===== src/rtl/linectl_pkg.sv =====
package linectl_pkg;
  localparam int WORD_W   = 8;
  localparam int B_ACT    = 0;
  localparam int B_DEACT  = 1;
  localparam int B_DB1    = 2;
  localparam int B_ADAPT  = 3;
  localparam int B_MVAL   = 4;
  localparam int B_SVAL   = 5;
  localparam int B_MFF    = 6;
  localparam int B_SEL    = 7;

  typedef struct packed {
    logic mf_force;
    logic s_val;
    logic m_val;
    logic adaptive;
    logic d_in_b1;
  } line_cfg_t;

  function automatic line_cfg_t decode_cfg(input logic [WORD_W-1:0] w);
    line_cfg_t c;
    c.mf_force = w[B_MFF];
    c.s_val    = w[B_SVAL];
    c.m_val    = w[B_MVAL];
    c.adaptive = w[B_ADAPT];
    c.d_in_b1  = w[B_DB1];
    return c;
  endfunction
endpackage


===== src/rtl/linectl_shadow.sv =====
module linectl_shadow
  import linectl_pkg::*;
#(
  parameter int DIAG_W = 7
) (
  input  logic              clk,
  input  logic              rst_n,
  input  logic              beat,
  input  logic [WORD_W-1:0] data,
  input  logic              boundary,
  output logic [WORD_W-1:0] shadow_word,
  output logic              pending,
  output logic [DIAG_W-1:0] diag_word
);
  logic ctrl_wr;
  logic diag_wr;

  assign ctrl_wr = beat && !data[B_SEL];
  assign diag_wr = beat &&  data[B_SEL];

  always_ff @(posedge clk) begin
    if (!rst_n) begin
      shadow_word <= '0;
      pending     <= 1'b0;
      diag_word   <= '0;
    end else begin
      if (ctrl_wr) begin
        shadow_word <= data;
      end
      if (ctrl_wr) begin
        pending <= 1'b1;
      end else if (boundary) begin
        pending <= 1'b0;
      end
      if (diag_wr) begin
        diag_word <= data[DIAG_W-1:0];
      end
    end
  end
endmodule


===== src/rtl/linectl_apply.sv =====
module linectl_apply
  import linectl_pkg::*;
#(
  parameter int SETTLE_FRAMES = 2
) (
  input  logic              clk,
  input  logic              rst_n,
  input  logic              boundary,
  input  logic              pending,
  input  logic [WORD_W-1:0] shadow_word,
  output line_cfg_t         cfg,
  output logic              act_pulse,
  output logic              deact_pulse,
  output logic              ready
);
  logic load;
  assign load = boundary && pending;

  always_ff @(posedge clk) begin
    if (!rst_n) begin
      cfg         <= '0;
      act_pulse   <= 1'b0;
      deact_pulse <= 1'b0;
    end else begin
      if (load) begin
        cfg <= decode_cfg(shadow_word);
      end
      act_pulse   <= load && shadow_word[B_ACT] && !shadow_word[B_DEACT];
      deact_pulse <= load && shadow_word[B_DEACT];
    end
  end

  generate
    if (SETTLE_FRAMES == 0) begin : g_no_settle
      assign ready = 1'b1;
    end else begin : g_settle
      localparam int CNT_W = $clog2(SETTLE_FRAMES + 1);
      localparam logic [CNT_W-1:0] CNT_INIT = CNT_W'(SETTLE_FRAMES);
      logic [CNT_W-1:0] left_q;
      logic             ready_q;
      always_ff @(posedge clk) begin
        if (!rst_n) begin
          left_q  <= '0;
          ready_q <= 1'b1;
        end else if (load) begin
          left_q  <= CNT_INIT;
          ready_q <= 1'b0;
        end else if (boundary && (left_q != '0)) begin
          left_q <= left_q - 1'b1;
          if (left_q == CNT_W'(1)) begin
            ready_q <= 1'b1;
          end
        end
      end
      assign ready = ready_q;
    end
  endgenerate
endmodule


===== src/rtl/linectl_txbits.sv =====
module linectl_txbits
  import linectl_pkg::*;
(
  input  line_cfg_t cfg,
  input  logic      half,
  output logic      ms,
  output logic      fa,
  output logic      n
);
  always_comb begin
    ms = half ? cfg.s_val : cfg.m_val;
    fa = cfg.mf_force && !half;
    n  = !(cfg.mf_force && !half);
  end
endmodule


===== src/rtl/linectl_frame_reg.sv =====
module linectl_frame_reg
  import linectl_pkg::*;
#(
  parameter int DIAG_W        = 7,
  parameter int SETTLE_FRAMES = 2
) (
  input  logic              clk,
  input  logic              rst_n,
  input  logic              wr_valid,
  output logic              wr_ready,
  input  logic [WORD_W-1:0] wr_data,
  input  logic              frame_start,
  input  logic              half_sel,
  output logic              act_req,
  output logic              deact_req,
  output logic              d_in_b1,
  output logic              adaptive_timing,
  output logic              ms_bit,
  output logic              fa_bit,
  output logic              n_bit,
  output logic [DIAG_W-1:0] diag_q,
  output logic              link_ready
);
  logic              accept_en;
  logic              beat;
  logic [WORD_W-1:0] shadow_w;
  logic              pending_w;
  line_cfg_t         cfg_w;

  always_ff @(posedge clk) begin
    if (!rst_n) accept_en <= 1'b0;
    else        accept_en <= 1'b1;
  end

  assign wr_ready = accept_en;
  assign beat     = wr_valid && accept_en;

  linectl_shadow #(.DIAG_W(DIAG_W)) u_shadow (
    .clk        (clk),
    .rst_n      (rst_n),
    .beat       (beat),
    .data       (wr_data),
    .boundary   (frame_start),
    .shadow_word(shadow_w),
    .pending    (pending_w),
    .diag_word  (diag_q)
  );

  linectl_apply #(.SETTLE_FRAMES(SETTLE_FRAMES)) u_apply (
    .clk        (clk),
    .rst_n      (rst_n),
    .boundary   (frame_start),
    .pending    (pending_w),
    .shadow_word(shadow_w),
    .cfg        (cfg_w),
    .act_pulse  (act_req),
    .deact_pulse(deact_req),
    .ready      (link_ready)
  );

  linectl_txbits u_tx (
    .cfg (cfg_w),
    .half(half_sel),
    .ms  (ms_bit),
    .fa  (fa_bit),
    .n   (n_bit)
  );

  assign d_in_b1         = cfg_w.d_in_b1;
  assign adaptive_timing = cfg_w.adaptive;
endmodule


===== config.mk =====
export PLATFORM = sky130hd
export DESIGN_NAME = linectl_frame_reg
export DESIGN_NICKNAME = d
export VERILOG_FILES = /design/src/rtl/linectl_pkg.sv /design/src/rtl/linectl_shadow.sv /design/src/rtl/linectl_apply.sv /design/src/rtl/linectl_txbits.sv /design/src/rtl/linectl_frame_reg.sv
export SDC_FILE = /design/constraint.sdc
export NUM_CORES = 1
export LEC_CHECK = 0
export BUFFER_PORTS_ARGS = -buffer_cell sky130_fd_sc_hd__buf_2
export CAP_MARGIN = 15
export CORE_MARGIN = 2
export CORE_UTILIZATION = 40
export DETAILED_ROUTE_END_ITERATION = 10
export GPL_ROUTABILITY_DRIVEN = 0
export GPL_TIMING_DRIVEN = 0
export PLACE_DENSITY = 0.69
export REMOVE_ABC_BUFFERS = 1
export SLEW_MARGIN = 20
export SYNTH_ARGS = -nofsm -noshare
export SYNTH_HDL_FRONTEND = slang
export SYNTH_SLANG_ARGS = --single-unit
export TNS_END_PERCENT = 1

===== constraint.sdc =====
create_clock -name clk -period 2.5 [get_ports clk]
set_clock_uncertainty 0.15 [all_clocks]
set_input_delay 0.375 -clock clk [delete_from_list [all_inputs] [get_ports clk]]
set_output_delay 0.375 -clock clk [all_outputs]
set_load 0.01 [all_outputs]

==> impl_metrics.tcl, run 1 <==
set metrics [dict create \
    vias 815 \
    fin_crit_ns 1.593 \
    die_height_um 54.21 \
    min-delay-start "wr_data[6]" \
    path_cells "mux2_2, buf_2" \
    initial_utilization_pct 41.46 \
    io_buffers 28 \
    htree_num_levels 1 \
    grt_max_degree 35 \
    worstSetupStartpoint "u_apply.cfg[3]" \
    synthFlopType "dfxtp_1" \
    avgViaCountPerCell 4.970 \
    drv_slew 0 \
    cts.sinks 26 \
    clkSlewWorstSetupHoldPaths_ns 0.15 \
    postSynthCellCount 109 \
    cts_setup_buffers 0 \
    cts-resized-gates 0 \
    power_density_mw_per_mm2 658.5 \
    p_int_uw 617.3 \
    insertion_delay_ns 0.33 \
    clockBufferDepth 2 \
    synth-edff-count 0 \
    cts_tree "built" \
    drtIter0Drc 9 \
    root_buffer "clkbuf_4" \
    start_kind "flip-flop" \
    crit_slowest_cell "dfxtp_1" \
    cp-end-kind "primary output" \
    r2r_slack_ns 1.24 \
    area_delta_synth_final_pct 18.49 \
    layout.nets 150 \
    drt_pass1_iterations 4 \
    worst_hold_slack_ns 0.1292 \
    min_path_type "in2reg" \
    p_switching_uw 169.6 \
    tns_ns 0 \
    grtUsageTotal_pct 12.95 \
    critPathMaxStageDelay_ns 0.35 \
    avgSynthCellArea_um2 9.252 \
    setup_viol 0 \
    routed_wl_um 1767 \
    power_switching_share_pct 21.55 \
    drv_cap 0 \
    required_ns 1.98 \
    die_w_um 54.21 \
    clock_power_share_pct 36.3 \
    drive_gt1_share_pct 30.60 \
    timing.rr.start "u_apply.g_settle.left_q[0]" \
    synth_cell_types 24 \
    cts_hold_buf 0 \
    crit_type "reg2out" \
    syn_area_mm2 0.001008 \
    ant_nets 0 \
    diodes 0 \
    status "finished clean" \
    antenna_found_initial 0 \
    grt_remaining_overflow 0 \
    drc 0 \
    power_frac_seq_pct 55.4 \
    share_comb_of_total_power_pct 8.2 \
    peakVddDrop_mv 0.3926 \
    yosysWarnings 0 \
    grt_pass1_wl_um 2732 \
    dp_hpwl_um 1288 \
    core_area_mm2 0.002432 \
    maxSlewHeadroom_pct 66.37 \
    hold_viol 0 \
    first_global_vias 691 \
    wl_per_cell_um 10.77 \
    numCtsBuffers 3 \
    worst_pin_slew_ns 0.5044 \
    yosysSeqAreaShare_pct 51.61 \
    async_flop_share_pct 0 \
    max_freq_mhz 627.9 \
    top_level_ports 29 \
    crit_arrival_ns 1.07 \
    die-area_mm2 0.002939 \
    path_max_fanout 2 \
    finalCritPeriodShare_pct 63.70 \
    synth.ff_latch_count 26 \
    rows 18 \
    rsz0062_at_grt "no" \
    power.leakage_uw 0.0005281 \
]
## cell families (layout without fill, tap and decap cells)
family	count (synthesis)	count (layout)	share of synthesized area, %
AOI/OAI and AO/OA	25	25	16.38
adders and majority gates	2	2	2.481
buffers and inverters	12	37	6.203
DFF	26	26	51.61
muxes	1	1	1.117
and+or+nand+nor	43	43	22.21
## area by class of cell
cell class	count	area (µm²)
clock buffer	3	22.52
clock inverter	1	30.03
fill	249	1237
inverter	5	18.77
multi-input combinational	71	425.4
sequential	26	520.5
tap	30	37.54
timing repair buffer	28	140.1
## power groups by stage
stage	Clock (µW)	Combinational, µW	Sequential (µW)
floorplan	0	31.9	447
global placement	0	61.7	445
detailed placement	0	66.0	445
CTS	290	66.2	436
global route	308	74.2	439
finish	286	64.7	436
## layer usage
metal | share of wire (%) | vias to the layer above | wire length, µm | track usage [%]
met5 | 0 | - | 0 | 0
met4 | 2.0 | 0 | 35 | 6.667
met3 | 5.2 | 4 | 92 | 2.459
met2 | 50 | 20 | 888 | 21.49
met1 | 43 | 371 | 751 | 15.87
li1 | - | 420 | - | -
## per-stage QoR
stage	utilization (%)	total power, µW	instance area [µm²]	instances	setup slack [ns]
final	49.13	786.8	1195	164	0.9075
after global placement	46.97	506.4	1142	160	1.066
after floorplan	-	478.9	964.7	102	1.265
after detailed placement	46.97	511.4	1142	160	1.056
after CTS	49.13	792.2	1195	164	0.9033
after global routing	49.13	821.2	1195	164	0.8672
## layout by cell type, fill, tap and decap left out
| cell | n |
|---|---|
| a21boi_0 | 1 |
| a21boi_2 | 5 |
| a31oi_1 | 1 |
| and2_1 | 2 |
| and3_2 | 1 |
| and4b_1 | 1 |
| buf_2 | 28 |
| bufinv_16 | 1 |
| clkbuf_4 | 3 |
| dfxtp_1 | 26 |
| ha_1 | 2 |
| inv_1 | 5 |
| mux2_2 | 1 |
| nand2_1 | 19 |
| nand2b_1 | 1 |
| nand3_1 | 14 |
| nand3_2 | 1 |
| nand3b_4 | 1 |
| nand4_1 | 2 |
| nor2_1 | 1 |
| o211a_1 | 1 |
| o21ai_0 | 9 |
| o21ai_1 | 8 |
## registers in the layout, summed over array words and instances (netlist names)
signal / cells
u_apply.act_pulse: 1
u_apply.g_settle.left_q: 2
u_shadow.pending: 1
u_shadow.shadow_word: 7
u_apply.deact_pulse: 1
u_shadow.diag_word: 7
wr_ready: 1
u_apply.ready: 1
u_apply.cfg: 5
## synth_stat cells, types with 2 or more instances
cell type,count,area (µm²)
nand4_1,2,12.51
dfxtp_1,26,520.5
buf_2,4,20.02
o21ai_0,9,45.04
inv_1,5,18.77
and2_1,2,12.51
a21boi_2,5,56.30
ha_1,2,25.02
o21ai_1,8,40.04
nand2_1,19,71.32
nand3_1,14,70.07
## path summary, 6_finish.rpt
path              depth (start not counted)                         end
setup / recovery                          2                      ms_bit
hold reg to reg                           2       u_shadow.diag_word[6]
hold / removal                            3       u_shadow.diag_word[6]
setup reg to reg                          4  u_apply.g_settle.left_q[0]
## critical path: cells and delay by family, from the launching register on
| kind | cells | cell delay, ns |
|---|---|---|
| buffers and inverters | 1 | 0.14 |
| multiplexers | 1 | 0.26 |
| flip-flops | 1 | 0.35 |
No activity file was read; power rests on OpenSTA's default activity.
==> run 2: changes to the inputs <==
- clock period: 2.5 -> 1.65 ns (I/O delays scaled with it)
==> run 2 against run 1 <==
Net effect:
- worst hold slack worse by 0.13 ns
- core utilization increased by 0.41 points
- design area is 0.84% higher
- largest power group unchanged
==> impl_metrics.tcl, run 2 (synthesized netlist as in run 1, its figures left out) <==
set metrics [dict create \
    antenna_found_initial 0 \
    whs_endpoint "u_shadow.diag_word[6]" \
    crit_arrival_ns 1.07 \
    r2r_cells 4 \
    min_path_type "in2reg" \
    core_area_mm2 0.002432 \
    cts_tree "built" \
    initial_utilization_pct 41.46 \
    min-delay-start "wr_data[6]" \
    rows 18 \
    crit_type "reg2out" \
    io_buffers 28 \
    area_delta_synth_final_pct 19.48 \
    vias 819 \
    grt_pass1_wl_um 2732 \
    dp_hpwl_um 1288 \
    drv_cap 0 \
    drtIter0Drc 10 \
    die-area_mm2 0.002939 \
    die_w_um 54.21 \
    htree_num_levels 1 \
    path_max_fanout 2 \
    die_height_um 54.21 \
    first_global_vias 691 \
    min_path_cells 3 \
    rsz0062_at_grt "no" \
    worst_pin_slew_ns 0.5053 \
    dpl_cell_area_mm2 0.001142 \
    root_buffer "clkbuf_4" \
    top_regs "u_shadow.diag_word: 7 flops, u_shadow.shadow_word: 7 flops, u_apply.cfg: 5 flops" \
    diodes 0 \
    max_freq_mhz 682.6 \
    timing.rr.start "u_apply.g_settle.left_q[0]" \
    power.leakage_uw 0.0005323 \
    start_kind "flip-flop" \
    cp-end-kind "primary output" \
    fin_area_mm2 0.001205 \
    fillers 248 \
    power_density_mw_per_mm2 991.0 \
    status "finished clean" \
    finalCritPeriodShare_pct 88.79 \
    drc 0 \
    clkSlewWorstSetupHoldPaths_ns 0.15 \
    final_cell_mix "buf_2, dfxtp_1, nand2_1" \
    setup_viol 0 \
    layout.nets 151 \
    drive_gt1_share_pct 30.37 \
    grt_max_degree 35 \
    fin_crit_ns 1.465 \
    avgViaCountPerCell 4.964 \
    routed_wl_um 1776 \
    grt_remaining_overflow 0 \
    maxSlewHeadroom_pct 66.32 \
    drv_slew 0 \
    layout_commonest_cell "buf_2" \
    critPathMaxStageDelay_ns 0.35 \
    r2r_slack_ns 0.39 \
    grtUsageTotal_pct 12.95 \
    peakVddDrop_mv 0.5949 \
    numCtsBuffers 3 \
    cts.sinks 26 \
    clockBufferDepth 2 \
    ant_nets 0 \
    r2r_end "u_apply.g_settle.left_q[0]" \
    crit_slowest_cell "dfxtp_1" \
    drt_pass1_iterations 4 \
    wl_per_cell_um 10.76 \
    insertion_delay_ns 0.33 \
    tns_ns 0 \
    required_ns 1.25 \
    hold_viol 0 \
    path_cells "mux2_2, buf_2" \
    top_level_ports 29 \
]
## run 2: cell types whose count changed in the layout (fill, tap and decap cells not counted), sizes merged
| cell | before | now |
|---|---|---|
| dlygate4sd3 | 0 | 1 |
## run 2: worst max-delay path: cells and delay by family, from the launching register on
kind,cells,cell delay [ns]
muxes,1,0.26
buffers and inverters,1,0.14
DFF,1,0.35
## run 2: layout make-up
type	count	area (µm²)	share of cell area, %
inverters	5	18.77	1.558
repair buffers	29	150.1	12.46
clock buffers	3	22.52	1.869
flip-flops and latches	26	520.5	43.20
well taps	30	37.54	3.115
clock inverters	1	30.03	2.492
multi-input cells	71	425.4	35.31
## run 2: metal layers
layer | global-route usage [%] | routed length [µm]
met3 | 2.459 | 92
met5 | 0 | 0
met1 | 15.87 | 755
met4 | 6.667 | 35
met2 | 21.49 | 893
## run 2: through the flow
step	cells	worst slack (ns)	hold WS (ns)	total power, µW	utilization (%)
after global routing	165	0.1447	0.002149	1246	49.54
final	165	0.1850	0.001661	1194	49.54
after detailed placement	160	0.3916	0.3005	774.9	46.97
after global placement	160	0.4634	0.2915	767.3	46.97
after CTS	164	0.1808	0.005815	1200	49.13
after floorplan	102	0.4999	0.1252	725.6	-
## run 2: worst max-delay path by stage
stage                     slack, ns                        from  depth (start not counted)                    endpoint
after CTS                      0.18              u_apply.cfg[3]                          2                      ms_bit
after floorplan                0.50  u_apply.g_settle.left_q[0]                          4  u_apply.g_settle.left_q[0]
after global placement         0.46  u_apply.g_settle.left_q[0]                          4  u_apply.g_settle.left_q[0]
final                          0.18              u_apply.cfg[3]                          2                      ms_bit
after global routing           0.14              u_apply.cfg[3]                          2                      ms_bit
after detailed placement       0.39  u_apply.g_settle.left_q[0]                          4  u_apply.g_settle.left_q[0]
## run 2: where the power goes
| group | internal, µW | switching, µW | total, µW | leakage [µW] |
|---|---|---|---|---|
| Clock | 246 | 187 | 433 | 0.0000279 |
| Combinational | 42.4 | 57.5 | 99.8 | 0.000293 |
| Sequential | 649 | 12.3 | 661 | 0.000211 |
## run 2: what timing repair did
item                       4_1_cts  5_1_grt
setup buffers                    0        0
gates resized for setup          0        0
setup endpoints to repair        0        0
hold buffers                     0        1
hold endpoints to repair         0        1
==> run 3: changes to the inputs <==
- SYNTH_HIERARCHICAL: not set -> 1
==> run 3 against run 2 <==
Net effect:
- global-route usage down 0.75 points
- clock power down 29%
- final cell count unchanged
- largest power group unchanged
- register-to-register slack worse by 0.03 ns
- power down 10%
- non-clock buffer count down 1
- wire length down 4.4%
- setup slack better by 0.040 ns
- synthesized cell count unchanged
==> impl_metrics.tcl, run 3 <==
set metrics [dict create \
    status "finished clean" \
    root_buffer "clkbuf_4" \
    drc 0 \
    yosysWarnings 6 \
    wl_per_cell_um 10.28 \
    whs_endpoint "u_shadow/shadow_word[2]" \
    layout_commonest_cell "nand2_1" \
    gr-usage-met2_pct 19.44 \
    avgViaCountPerCell 4.673 \
    dpl_cell_area_mm2 0.001176 \
    ant_nets 0 \
    fin_crit_ns 1.425 \
    cts_hold_buf 0 \
    fillers 253 \
    drv_slew 0 \
    die-area_mm2 0.003030 \
    tns_ns 0 \
    rsz0062_at_grt "no" \
    drt_pass1_iterations 3 \
    postSynthCellCount 109 \
    finalCritPeriodShare_pct 86.35 \
    initial_utilization_pct 42.07 \
    clkSlewWorstSetupHoldPaths_ns 0.13 \
    clockBufferDepth 2 \
    fin_area_mm2 0.001212 \
    first_global_vias 650 \
    grtUsageTotal_pct 12.20 \
    insertion_delay_ns 0.31 \
    max_freq_mhz 701.9 \
    io_buffers 28 \
    r2r_slack_ns 0.36 \
    use_met1_pct 16.64 \
    hold_viol 0 \
    crit_type "reg2out" \
    vias 771 \
    maxSlewHeadroom_pct 67.09 \
    grt_pass1_wl_um 2711 \
    layout.nets 151 \
    r2r_end "u_shadow/diag_word[6]" \
    drive_gt1_share_pct 25.93 \
    numCtsBuffers 3 \
    routed_wl_um 1697 \
    path_max_fanout 2 \
    area_delta_synth_final_pct 16.33 \
    cts_setup_buffers 0 \
    required_ns 1.25 \
    syn_area_mm2 0.001042 \
    crit_arrival_ns 1.03 \
    grt_remaining_overflow 0 \
    timing.rr.start "wr_ready" \
    final_cell_mix "nand2_1, buf_2, dfxtp_1" \
    top_level_ports 29 \
    final-seq-area_um2 520.5 \
    min-delay-start "wr_data[2]" \
    die_height_um 55.05 \
    multi_input_area_um2 462.9 \
    diodes 0 \
    antenna_found_initial 0 \
    dp_hpwl_um 1309 \
    power_density_mw_per_mm2 882.1 \
    worst_pin_slew_ns 0.4936 \
    htree_num_levels 1 \
    min_path_cells 3 \
    cp-end-kind "primary output" \
    cts_tree "built" \
    min_path_type "in2reg" \
    drv_cap 0 \
    cts.sinks 26 \
    peakVddDrop_mv 0.6407 \
    top_regs "u_shadow/diag_word: 7 flops, u_shadow/shadow_word: 7 flops, u_apply/cfg: 5 flops" \
    grt_max_degree 35 \
    core_area_mm2 0.002477 \
    r2r_cells 3 \
    start_kind "flip-flop" \
    setup_viol 0 \
    rows 18 \
    p_total_uw 1069 \
    busiest_layer "met2" \
    grt_use_met3_pct 2.419 \
    avgSynthCellArea_um2 9.562 \
    drtIter0Drc 5 \
    cts-resized-gates 0 \
    die_w_um 55.05 \
    power.leakage_uw 0.0005747 \
]
## run 3: final cells by class
class                      instances  area share, %
multi-input combinational         73          38.18
sequential                        26          42.93
timing repair buffer              28          11.56
tap                               30          3.096
inverter                           4          1.238
clock buffer                       4          2.993
## run 3: metrics by stage
| step | hold slack, ns | setup slack [ns] | util, % | std cells |
|---|---|---|---|---|
| 3_3_place_gp | 0.2912 | 0.3851 | 47.47 | 161 |
| 5_1_grt | 0.03998 | 0.1639 | 48.94 | 165 |
| 2_1_floorplan | 0.1252 | 0.4144 | - | 103 |
| 3_5_place_dp | 0.2951 | 0.3561 | 47.47 | 161 |
| 6_report | 0.05131 | 0.2253 | 48.94 | 165 |
| 4_1_cts | 0.04193 | 0.2063 | 48.94 | 165 |
## run 3: per-layer routing
metal,up-vias,part of all wire (%),routed length (µm)
li1,407,-,-
met1,341,46,789
met2,23,47,803
met3,0,6.1,103
met4,0,0,0
met5,-,0,0
## run 3: worst max-delay path by stage
| stage | from | endpoint | slack, ns | cells past startpoint |
|---|---|---|---|---|
| floorplan | wr_ready | u_shadow/diag_word[0] | 0.41 | 3 |
| global placement | wr_valid | u_shadow/shadow_word[6] | 0.39 | 4 |
| detailed placement | wr_valid | u_shadow/diag_word[1] | 0.36 | 4 |
| CTS | u_apply/cfg[2] | ms_bit | 0.21 | 2 |
| global route | u_apply/cfg[2] | ms_bit | 0.16 | 2 |
| finish | u_apply/cfg[2] | ms_bit | 0.23 | 2 |
## run 3: worst max-delay path: stages (launching register included)
cell	delay [ns]
dfxtp_1	0.33
mux2_4	0.26
buf_2	0.14
## run 3: report_power, final
group	internal (µW)	switching, µW
Sequential	649	12.5
Combinational	45.6	56.3
Clock	135	172
